File: src/rtl/cmov_pkg.sv
package cmov_pkg;

  typedef enum logic [1:0] {
    COND_CARRY        = 2'd0,
    COND_ZERO         = 2'd1,
    COND_CARRY_OR_ZERO = 2'd2,
    COND_PARITY       = 2'd3
  } cond_e;

  typedef struct packed {
    logic       illegal;
    logic       negate;
    cond_e      cond;
    logic [2:0] rel;
  } dec_t;

  typedef struct packed {
    logic cf;
    logic zf;
    logic pf;
  } flags_t;

  localparam logic [7:0] PAGE_POS   = 8'hDA;
  localparam logic [7:0] PAGE_NEG   = 8'hDB;
  localparam logic [2:0] ROW_PREFIX = 3'b110;

endpackage

File: src/rtl/cmov_decode.sv
module cmov_decode
  import cmov_pkg::*;
(
  input  logic [7:0] op_hi,
  input  logic [7:0] op_lo,
  output dec_t       dec
);

  logic page_ok;
  logic row_ok;

  always_comb begin
    page_ok     = (op_hi == PAGE_POS) || (op_hi == PAGE_NEG);
    row_ok      = (op_lo[7:5] == ROW_PREFIX);
    dec.illegal = !(page_ok && row_ok);
    dec.negate  = (op_hi == PAGE_NEG);
    dec.cond    = cond_e'(op_lo[4:3]);
    dec.rel     = op_lo[2:0];
  end

endmodule

File: src/rtl/cmov_cond.sv
module cmov_cond
  import cmov_pkg::*;
(
  input  cond_e  cond,
  input  logic   negate,
  input  flags_t flags,
  output logic   take
);

  logic raw;

  always_comb begin
    unique case (cond)
      COND_CARRY:         raw = flags.cf;
      COND_ZERO:          raw = flags.zf;
      COND_CARRY_OR_ZERO: raw = flags.cf | flags.zf;
      COND_PARITY:        raw = flags.pf;
      default:            raw = 1'b0;
    endcase
    take = raw ^ negate;
  end

endmodule

File: src/rtl/cmov_regstack.sv
module cmov_regstack #(
  parameter int DATA_W = 80,
  parameter int TAG_W  = 2,
  parameter int DEPTH  = 8
) (
  input  logic                     clk,
  input  logic                     load_en,
  input  logic [$clog2(DEPTH)-1:0] load_idx,
  input  logic [DATA_W-1:0]        load_data,
  input  logic [TAG_W-1:0]         load_tag,
  input  logic                     mv_en,
  input  logic [$clog2(DEPTH)-1:0] mv_dst,
  input  logic [$clog2(DEPTH)-1:0] mv_src,
  input  logic [$clog2(DEPTH)-1:0] rd_idx,
  output logic [DATA_W-1:0]        rd_data,
  output logic [TAG_W-1:0]         rd_tag
);

  localparam int PTR_W  = $clog2(DEPTH);
  localparam int WORD_W = DATA_W + TAG_W;

  logic [WORD_W-1:0] mem [DEPTH];
  logic [WORD_W-1:0] src_word;
  logic [WORD_W-1:0] load_word;

  always_comb begin
    src_word  = mem[mv_src];
    load_word = {load_tag, load_data};
  end

  for (genvar e = 0; e < DEPTH; e++) begin : g_entry
    logic              hit_mv;
    logic              hit_ld;
    logic              wen;
    logic [WORD_W-1:0] nxt;

    always_comb begin
      hit_mv = mv_en && (mv_dst == PTR_W'(e));
      hit_ld = load_en && (load_idx == PTR_W'(e));
      wen    = hit_mv || hit_ld;
      nxt    = hit_mv ? src_word : load_word;
    end

    always_ff @(posedge clk) begin
      if (wen) mem[e] <= nxt;
    end
  end

  always_comb begin
    {rd_tag, rd_data} = mem[rd_idx];
  end

endmodule

File: src/rtl/cmov_unit.sv
module cmov_unit
  import cmov_pkg::*;
#(
  parameter int DATA_W = 80,
  parameter int TAG_W  = 2
) (
  input  logic              clk,
  input  logic              rst_n,
  input  logic              issue_vld,
  input  logic [7:0]        op_hi,
  input  logic [7:0]        op_lo,
  input  logic              flag_cf,
  input  logic              flag_zf,
  input  logic              flag_pf,
  input  logic              lock_pfx,
  input  logic              cr_em,
  input  logic              cr_ts,
  input  logic [2:0]        top_ptr,
  input  logic              load_en,
  input  logic [2:0]        load_idx,
  input  logic [DATA_W-1:0] load_data,
  input  logic [TAG_W-1:0]  load_tag,
  input  logic [2:0]        rd_idx,
  output logic [DATA_W-1:0] rd_data,
  output logic [TAG_W-1:0]  rd_tag,
  output logic              done,
  output logic              fault_ud,
  output logic              fault_nm,
  output logic              moved
);

  localparam int REL_W = 3;
  localparam int DEPTH = 1 << REL_W;

  // reset: asserted asynchronously, released on the clock
  logic rst_meta_n;
  logic rst_q_n;

  always_ff @(posedge clk or negedge rst_n) begin
    if (!rst_n) begin
      rst_meta_n <= 1'b0;
      rst_q_n    <= 1'b0;
    end else begin
      rst_meta_n <= 1'b1;
      rst_q_n    <= rst_meta_n;
    end
  end

  dec_t   dec;
  flags_t flags;
  logic   take;

  cmov_decode u_dec (
    .op_hi (op_hi),
    .op_lo (op_lo),
    .dec   (dec)
  );

  always_comb flags = '{cf: flag_cf, zf: flag_zf, pf: flag_pf};

  cmov_cond u_cond (
    .cond   (dec.cond),
    .negate (dec.negate),
    .flags  (flags),
    .take   (take)
  );

  // fault priority: invalid opcode over device not available
  logic             go;
  logic             ud_now;
  logic             nm_now;
  logic             mv_now;
  logic [REL_W-1:0] src_phys;

  always_comb begin
    go       = issue_vld && rst_q_n;
    ud_now   = dec.illegal || lock_pfx;
    nm_now   = !ud_now && (cr_em || cr_ts);
    mv_now   = go && !ud_now && !nm_now && take;
    src_phys = top_ptr + dec.rel;
  end

  cmov_regstack #(
    .DATA_W (DATA_W),
    .TAG_W  (TAG_W),
    .DEPTH  (DEPTH)
  ) u_stack (
    .clk       (clk),
    .load_en   (load_en),
    .load_idx  (load_idx),
    .load_data (load_data),
    .load_tag  (load_tag),
    .mv_en     (mv_now),
    .mv_dst    (top_ptr),
    .mv_src    (src_phys),
    .rd_idx    (rd_idx),
    .rd_data   (rd_data),
    .rd_tag    (rd_tag)
  );

  // completion status: next state then register
  logic done_d;
  logic ud_d;
  logic nm_d;
  logic mv_d;

  always_comb begin
    done_d = go;
    ud_d   = go && ud_now;
    nm_d   = go && nm_now;
    mv_d   = mv_now;
  end

  always_ff @(posedge clk or negedge rst_q_n) begin
    if (!rst_q_n) begin
      done     <= 1'b0;
      fault_ud <= 1'b0;
      fault_nm <= 1'b0;
      moved    <= 1'b0;
    end else begin
      done     <= done_d;
      fault_ud <= ud_d;
      fault_nm <= nm_d;
      moved    <= mv_d;
    end
  end

endmodule

File: config.mk
export PLATFORM = sky130hd
export DESIGN_NAME = cmov_unit
export DESIGN_NICKNAME = d
export VERILOG_FILES = /design/src/rtl/cmov_pkg.sv /design/src/rtl/cmov_decode.sv /design/src/rtl/cmov_cond.sv /design/src/rtl/cmov_regstack.sv /design/src/rtl/cmov_unit.sv
export SDC_FILE = /design/constraint.sdc
export NUM_CORES = 1
export LEC_CHECK = 0
export ABC_AREA = 0
export BUFFER_PORTS_ARGS = -buffer_cell sky130_fd_sc_hd__buf_2
export CAP_MARGIN = 20
export CORE_AREA = 8 8 304 277
export CTS_CLUSTER_DIAMETER = 60
export CTS_CLUSTER_SIZE = 28
export DETAILED_ROUTE_END_ITERATION = 16
export DIE_AREA = 0 0 312 285
export PLACE_DENSITY = 0.67
export SLEW_MARGIN = 25
export SYNTH_ARGS = -nofsm -noshare
export SYNTH_HDL_FRONTEND = slang
export SYNTH_HIERARCHICAL = 1
export SYNTH_SLANG_ARGS = --single-unit
File: constraint.sdc
create_clock -name clk -period 2.6 [get_ports clk]
set_input_delay 0 -clock clk [delete_from_list [all_inputs] [get_ports clk]]
set_output_delay 0 -clock clk [all_outputs]
set_load 0.01 [all_outputs]
Yosys cells after proc, flatten, opt, wreduce, memory -nomap -nowiden
Memory sizes are Yosys's and may differ from the RTL's.
Cells that the tools add are included.

word-level totals
  bits in registers = 6
  memory bits (writable) = 656
  input port bits = 117
  word-level logic and storage cells = 96
  memories = 1

operators by class
  $add $sub $neg = 1
  equality and inequality tests = 20
  mux-type cells = 25
  bitwise operators = 2
  reduce and logical (&&, ||, !) cells = 41

memories
  name         words  width  read ports  clocked after Yosys merged registers in  wr ports  RTL line             text
  u_stack.mem  8      82     2           0                                        8         cmov_regstack.sv:22  logic [WORD_W-1:0] mem [DEPTH];

operators by type and width
  kind                                                 count
  2-to-1 mux 82 bit                                    8
  equality test 3 bit, second input constant           9
  logical AND 1 bit                                    24
  equality test 8 bit, second input constant           2
  2-to-1 mux 1 bit                                     16
  equality test 3 x 2 -> 1 bit, second input constant  4
  logical OR 1 bit                                     11
  equality test 3 x 1 -> 1 bit, second input constant  2
  zero test 3 bit                                      2
  equality test 2 bit, second input constant           2
  one-hot mux 1 bit (4 select lines)                   1
  adder 3 bit                                          1
  zero test 1 bit                                      3
  equality test 2 x 1 -> 1 bit, second input constant  1
  zero test 2 bit                                      1
  OR 1 bit                                             1
  XOR 1 bit                                            1

Logic depth before layout (Yosys ltp)
Gate-level depths: netlist (run 1).

  depth after elaboration = 14
  gate-level depth with buffers = 11
  depth with buffers taken out = 8

Hierarchy
The synthesis (run 1) kept the hierarchy.

modules (own cells, without submodules)
  module         times used  cells an instance  area each (um^2)  sequential area each (um^2)
  cmov_regstack  1           3155               38718.4           19698.9
  cmov_unit      1           19                 245.2             150.1
  cmov_decode    1           10                 77.6              0.0
  cmov_cond      1           5                  52.6              0.0

Least setup slack after synthesis (run 1)
Ideal clock, no wire load.

  kind = input-to-reg
  start = input load_idx[2]
  end = memory u_stack/mem[0][0] in the netlist's numbering (enable)
  library setup time = 0.645 ns
  data arrival time = 6.207 ns
  path slack = -4.251 ns
  stages on the path = 2
  buffers on the path = 0
  cells stage by stage = nand2b_1 -> o31ai_1

RTL lines
  item             RTL line             text
  start, declared  cmov_unit.sv:20      input logic [2:0] load_idx,
  end, declared    cmov_regstack.sv:22

==> results by group, run 1 <==
Run status
  – Status: finished clean

Worst hold path
  – Min-delay src: load_idx[2]
  – Worst Hold Path Cells: 3
  – Worst Hold Path EP: u_stack/mem[6][6]
  – Worst hold path class: in -> reg

Global route
  – Gr ovfl total: 0
  – Antenna violations before repair: 9
  – Largest net degree at the start of global routing: 99
  – First-pass GRT wire length: 172 mm
  – Vias in the first global route: 28.7k
  – All-layer global routing usage: 24.6%

Die
  – Initial Utilization: 49.7%
  – Core footprint: 78700 um2
  – Die area: 88900 um2
  – I/O pins: 203
  – Row Count: 98
  – Die width: 312 um
  – Die Ht: 285 um

Worst setup path
  – Crit path max-delay family: simple AND/OR/NAND/NOR gates
  – Worst r2r src: rst_q_n
  – Critical path buffers and inverters: 1
  – Cell mode on critical path: nand2_1
  – Worst path max stage delay: 0.55 ns
  – Worst-path maximum fanout: 90
  – Crit path kind: reg -> reg
  – Cells along the critical path: nand2_1, and4bb_2, or4b_4, buf_12, nand2_1, o31ai_1
  – CP arrival: 2.83 ns
  – CP max stage cell: or4b_4
  – Crit start category: flip-flop
  – Worst R2R Path Depth: 6
  – Reg2reg end: u_stack/mem[0][39]
  – Crit. End Element: flip-flop
  – Worst EP required: 2.98 ns
  – R2R setup slack: 0.15 ns

STA
  – Fmax: 0.407 GHz
  – Worst slew pin tran: 0.753 ns
  – Max Slew Vio Count: 0
  – Final setup vio count: 0
  – Unrepaired setup endpoints after global routing: false
  – Setup ws final: 0.146 ns
  – Tmin final: 2.45 ns
  – Clock skew: 0.0220 ns
  – Final Hold Fails: 0
  – Relative slew slack: 50.0%
  – Tcrit/Tclk final: 94.4%

Clock tree
  – CTS H-tree depth: 2
  – CTS Buf Count: 58
  – Clock sink total: 662
  – CTS tree: yes
  – Clock root cell: clkbuf_16
  – Clk Latency, worst-skew pair: 0.66 ns
  – Clock buffer depth: 3
  – Clock-pin transition on the worst setup and hold timing paths: 0.08 ns

Drt
  – Post-route DRC violation count: 0
  – Initial DRT Pass Iterations: 6
  – Post-Route WL: 115 mm
  – Initial drt markers: 2957
  – Vias per Instance: 6.55
  – Vias post-DR: 28.5k
  – DRT antenna net count: 0
  – WL/cell: 26.3 um

Synthesis
  – Largest cells by area after synthesis: edfxtp_1 50%, o31ai_1 13%, mux4_2 9.4%
  – Unique masters post-synth: 37
  – Yosys top cell by area: edfxtp_1
  – Post-synthesis sequential area ratio: 50.8%
  – Syn_nets: 3308
  – Post-synth top area share: 50.4%
  – Average size of a mapped cell: 12.3 um2
  – Commonest cells in the netlist: 660 x nand2_1, 658 x o31ai_1, 656 x edfxtp_1
  – Post-synthesis register bit count: 662
  – Top-count cell post-synth: nand2_1
  – Post-synth EDFFs: 656
  – Ys async rst share: 0.906%
  – Post-Syn Area: 39100 um2
  – Synth Instances: 3189
  – Synth Flop Type: edfxtp_1
  – Yosys warns: 6

Place
  – Routability Congestion: 0.798
  – DP Worst Slack: -0.0529 ns
  – Area after DPL: 41800 um2
  – Post-detail-place hpwl: 68.3 mm
  – IO Port Bufs: 202

Power
  – Psw: 8090 uW
  – Switching share of total power: 30.2%
  – Power share of the sequential group: 45.6%
  – Clock share of power: 34.7%
  – Pint: 18700 uW
  – Worst VDD drop: 0.531 mV
  – Pwr/cell area: 596 nW/um2
  – Power share of the combinational group: 19.7%
  – Leak: 0.0166 uW

Job
  – Maxcap violations: 0

Final layout
  – Post-route cell area: 45000 um2
  – Final nets: 3373
  – Share of cells above drive strength 1: 28.8%
  – Syn-to-layout area delta: 15.1%
## cell type report
cell class	count	area [um2]
Tap cell	1050	1310
Inverter	3	11.3
Timing Repair Buffer	434	4030
Clock buffer	59	1460
Antenna cell	5	12.5
Sequential cell	662	19800
Clock inverter	49	616
Multi-Input combinational cell	2095	17700
Fill cell	6337	33700
## sequential cells by signal, indices dropped and copies added, names as in the netlist
name / count
u_stack/mem: 656
done: 1
fault_nm: 1
fault_ud: 1
moved: 1
rst_meta_n: 1
rst_q_n: 1
## metrics by stage
| stage | TNS [ns] | cells | total power [uW] | util (%) | hold slack, ns |
|---|---|---|---|---|---|
| 6_report | 0 | 4357 | 26800 | 57.2 | 0.0725 |
| 5_1_grt | 0 | 4354 | 27700 | 57.2 | 0.0666 |
| 4_1_cts | 0 | 4346 | 26900 | 56.9 | 0.0496 |
| 3_5_place_dp | -2.32 | 4145 | 17500 | 53.1 | -0.207 |
| 3_3_place_gp | -4.68 | 4145 | 17300 | 53.1 | -0.212 |
| 2_1_floorplan | -100.23 | 3189 | 16000 | - | -0.296 |
## cell families after synthesis
family	share of synthesized area, %
fa+ha+maj	0.0832
xor+xnor	0.0672
other cells	0.00959
simple gates	6.83
compound gates	17.0
buf+inv	4.48
mux	20.8
flops	50.8
## how the worst max path moves through the flow
| stage | from | endpoint | slack [ns] | cells after the start |
|---|---|---|---|---|
| 2_1_floorplan | op_lo[3] | u_stack/mem[0][0] | -0.44 | 10 |
| 3_3_place_gp | op_lo[3] | u_stack/mem[0][68] | -0.08 | 9 |
| 3_5_place_dp | op_lo[3] | u_stack/mem[0][69] | -0.05 | 9 |
| 4_1_cts | op_hi[4] | u_stack/mem[0][25] | 0.10 | 9 |
| 5_1_grt | rst_q_n | u_stack/mem[0][47] | 0.08 | 6 |
| 6_report | rst_q_n | u_stack/mem[0][39] | 0.15 | 6 |
## per-layer routing
| metal | routed length [um] | GRT usage (%) | vias up | share of wire, % |
|---|---|---|---|---|
| li1 | - | - | 12700 | - |
| met1 | 46300 | 32.6 | 14300 | 40 |
| met2 | 55500 | 41.9 | 1318 | 48 |
| met3 | 9440 | 3.77 | 221 | 8.2 |
| met4 | 3340 | 7.28 | 8 | 2.9 |
| met5 | 55 | 0 | - | 0.048 |
## placed cells by master (no fill, tap or decap), types with 3 or more instances in the layout
cell type | Yosys | routed
nand2_1 | 660 | 658
edfxtp_1 | 656 | 656
o31ai_1 | 658 | 651
mux2_2 | 246 | 246
buf_2 | 50 | 199
mux4_2 | 164 | 164
mux2i_1 | 164 | 164
dlygate4sd3_1 | 0 | 94
a22o_1 | 82 | 82
buf_12 | 0 | 76
o22ai_2 | 68 | 68
clkbuf_16 | 0 | 61
buf_4 | 15 | 58
o22ai_1 | 14 | 14
clkinv_8 | 0 | 13
inv_6 | 0 | 10
clkinv_4 | 0 | 9
dfrtp_1 | 6 | 6
o21ai_4 | 0 | 6
diode_2 | 0 | 5
o31ai_2 | 0 | 5
xnor2_1 | 3 | 3
inv_1 | 3 | 3
nor2_1 | 4 | 3
inv_16 | 0 | 3
clkinvlp_4 | 0 | 3
inv_12 | 0 | 3
inv_8 | 0 | 3
nand4b_1 | 3 | 3
nand4bb_4 | 0 | 3
nand2b_1 | 4 | 3
## power by group through the flow
stage / clock, uW / sequential, uW / combinational, uW
final: 9310 / 12200 / 5290
after global routing: 9800 / 12300 / 5630
after CTS: 9450 / 12200 / 5200
after detailed placement: 0 / 12500 / 5070
after global placement: 0 / 12400 / 4910
after floorplan: 0 / 12400 / 3590
## tightest hold or removal path: stages
cell	delay (ns)
buf_2	0.11
nand2_2	0.23
o21ai_4	0.18
## timing repair
| action | 4_1_cts | 5_1_grt |
|---|---|---|
| setup endpoints to repair | 0 | 115 |
| hold endpoints to repair | 664 | 1 |
| hold buffers | 93 | 2 |
| setup buffers | 0 | 2 |
| resized for setup | 0 | 7 |
(Power assumes the default switching activity.)
==> run 2: changes to the inputs <==
BUFFER_PORTS_ARGS = -buffer_cell sky130_fd_sc_hd__clkbuf_2   (was -buffer_cell sky130_fd_sc_hd__buf_2)
CORE_AREA = 8 8 260 324   (was 8 8 304 277)
DIE_AREA = 0 0 268 332   (was 0 0 312 285)
==> results by group, run 2 (synthesis gave the netlist of run 1 again) <==
Run status
  – Status: finished clean

Worst hold path
  – Worst hold path class: in -> reg

Worst setup path
  – Cells along the critical path: dlygate4sd3_1, clkbuf_2, nor2_1, dlygate4sd3_1, and4bb_2, or4b_4, o31ai_4, buf_12, buf_16
  – CP arrival: 2.79 ns (-0.04 ns)
  – Crit path kind: in -> reg
  – Crit. End Element: flip-flop
  – Crit start category: input pin
  – Cell mode on critical path: dlygate4sd3_1
  – Worst path max stage delay: 0.61 ns (+0.06 ns)
  – Worst-path maximum fanout: 19 (-79%)
  – CP max stage cell: or4b_4
  – Critical path buffers and inverters: 5 (+4)
  – Crit path max-delay family: buffers and inverters
  – Worst EP required: 2.92 ns (-0.06 ns)

Final layout
  – Syn-to-layout area delta: 14.0%
  – Largest Register: u_stack/mem
  – Commonest non-fill, non-tap cell in the layout: nand2_1
  – Max FFs per register: 656 (unchanged)
  – Share of cells above drive strength 1: 27.9% (-0.89 points)
  – Most frequent cells in the layout: 658 x nand2_1, 656 x edfxtp_1, 654 x o31ai_1, 246 x mux2_2, 199 x clkbuf_2
  – Final nets: 3343 (-0.89%)
  – Fin util: 56.1% (-1.0 points)

STA
  – Worst slew pin tran: 0.739 ns (-0.0136 ns)
  – Fmax: 0.404 GHz (-0.79%)
  – Final setup vio count: 0 (unchanged)
  – Tmin final: 2.47 ns (+0.0196 ns)
  – Max Slew Vio Count: 0 (unchanged)
  – Worst hold margin: 0.0579 ns (-0.0146 ns)
  – Clock skew: 0.0392 ns (+0.0172 ns)
  – Final Hold Fails: 0 (unchanged)
  – Tcrit/Tclk final: 95.1% (+0.75 points)
  – Unrepaired setup endpoints after global routing: false
  – Relative slew slack: 50.7% (+0.75 points)

Power
  – Leak: 0.0164 uW (-1.2%)
  – Worst VDD drop: 0.584 mV (+9.9%)
  – Pwr/cell area: 578 nW/um2 (-3.1%)

Clock tree
  – Clock sink total: 662 (unchanged)
  – CTS Buf Count: 45 (-22%)
  – Clock buffer depth: 3 (unchanged)
  – CTS H-tree depth: 2 (unchanged)
  – Clock-pin transition on the worst setup and hold timing paths: 0.09 ns (about the same)
  – Clock root cell: clkbuf_16
  – CTS tree: yes
  – Clk Latency, worst-skew pair: 0.65 ns (about the same)

Global route
  – Largest net degree at the start of global routing: 111 (+12%)
  – All-layer global routing usage: 25.1% (+0.53 points)
  – Vias in the first global route: 28.8k (+0.49%)
  – Antenna violations before repair: 10 (+1)
  – Gr ovfl total: 0 (unchanged)
  – First-pass GRT wire length: 173 mm (+0.51%)

Job
  – Maxcap violations: 0 (unchanged)

Drt
  – WL/cell: 26.8 um (+2.0%)
  – DRT antenna net count: 0 (unchanged)
  – Initial DRT Pass Iterations: 10 (+4)
  – Initial drt markers: 2831 (-4.3%)
  – Vias post-DR: 28.5k (-0.22%)
  – Vias per Instance: 6.57 (+0.31%)
  – Post-Route WL: 116 mm (+1.5%)
  – Post-route DRC violation count: 0 (unchanged)

Die
  – I/O pins: 203 (unchanged)
  – Die Ht: 332 um (+16%)
  – Initial Utilization: 49.2% (-0.42 points)
  – Core footprint: 79400 um2 (+0.85%)
  – Row Count: 116 (+18%)
  – Die width: 268 um (-14%)
  – Die area: 89000 um2 (about the same)

Place
  – IO Port Bufs: 202 (unchanged)
  – Routability Congestion: 0.780 (-2.3%)
  – Post-detail-place hpwl: 69.0 mm (+1.0%)
run 2: changes by cell type in the layout (fill, tap and decap cells not counted), moves of 3 or more:
cell / previous run / this run
inv_12: 3 / 6
clkbuf_16: 61 / 50
clkinv_4: 9 / 1
buf_2: 199 / 0
inv_8: 3 / 6
o31ai_2: 5 / 2
diode_2: 5 / 12
o31ai_1: 651 / 654
clkbuf_2: 0 / 199
buf_4: 58 / 38
inv_6: 10 / 4
run 2: repair_timing:
item	in CTS	in global routing
buffers inserted	0	2
hold endpoints to repair	662	1
resized for setup	0	6
endpoints found under the setup margin	0	398
hold buffers	91	2
run 2: through the flow:
step / worst slack [ns] / TNS, ns / std cells / power (uW) / instance area, um2
final: 0.126 / 0 / 4334 / 25700 / 44600
after CTS: 0.0648 / 0 / 4314 / 25800 / 44300
after floorplan: -0.436 / -100.23 / 3189 / 16000 / 39400
after global placement: -0.0887 / -6.04 / 4140 / 17400 / 41800
after detailed placement: -0.158 / -11.05 / 4140 / 17600 / 41800
after global routing: 0.0633 / 0 / 4330 / 26600 / 44500
run 2: path summary, 6_finish.rpt:
| check | start | end | slack, ns | depth (start not counted) |
|---|---|---|---|---|
| min in group asynchronous | rst_q_n | moved | 0.07 | 0 |
| hold / removal | flag_cf | moved | 0.06 | 5 |
| setup / recovery | cr_em | u_stack/mem[0][11] | 0.13 | 9 |
| hold reg to reg | rst_q_n | moved | 0.07 | 0 |
| max in group asynchronous | rst_n | rst_meta_n | 2.23 | 3 |
| setup reg to reg | rst_q_n | u_stack/mem[0][11] | 0.15 | 6 |
run 2: layer usage:
layer	global-route usage [%]	part of all wire (%)
met5	0	0
met4	9.02	3.0
met3	3.64	8.5
met2	43.2	51
met1	32.1	38
run 2: where the power goes:
part | leakage, uW | switching [uW] | total, uW | internal, uW
Combinational | 0.00957 | 3260 | 5300 | 2040
Sequential | 0.00604 | 145 | 12200 | 12100
Clock | 0.000809 | 4460 | 8220 | 3760
run 2: cell type report:
type                       instances  area (um2)
antenna                           12        30.0
clock buffer                      48        1180
clock inverter                    35         504
fill                            6465       34800
inverter                           3        11.3
multi-input combinational       2095       17700
sequential                       662       19800
tap                             1062        1330
timing repair buffer             417        3950
run 2: worst register-to-register path, delay by kind of cell (launching register included):
family | cells | cell delay, ns
buffers and inverters | 2 | 0.38
and+or+nand+nor | 3 | 1.16
DFF | 1 | 0.45
AOI/OAI and AO/OA | 1 | 0.14
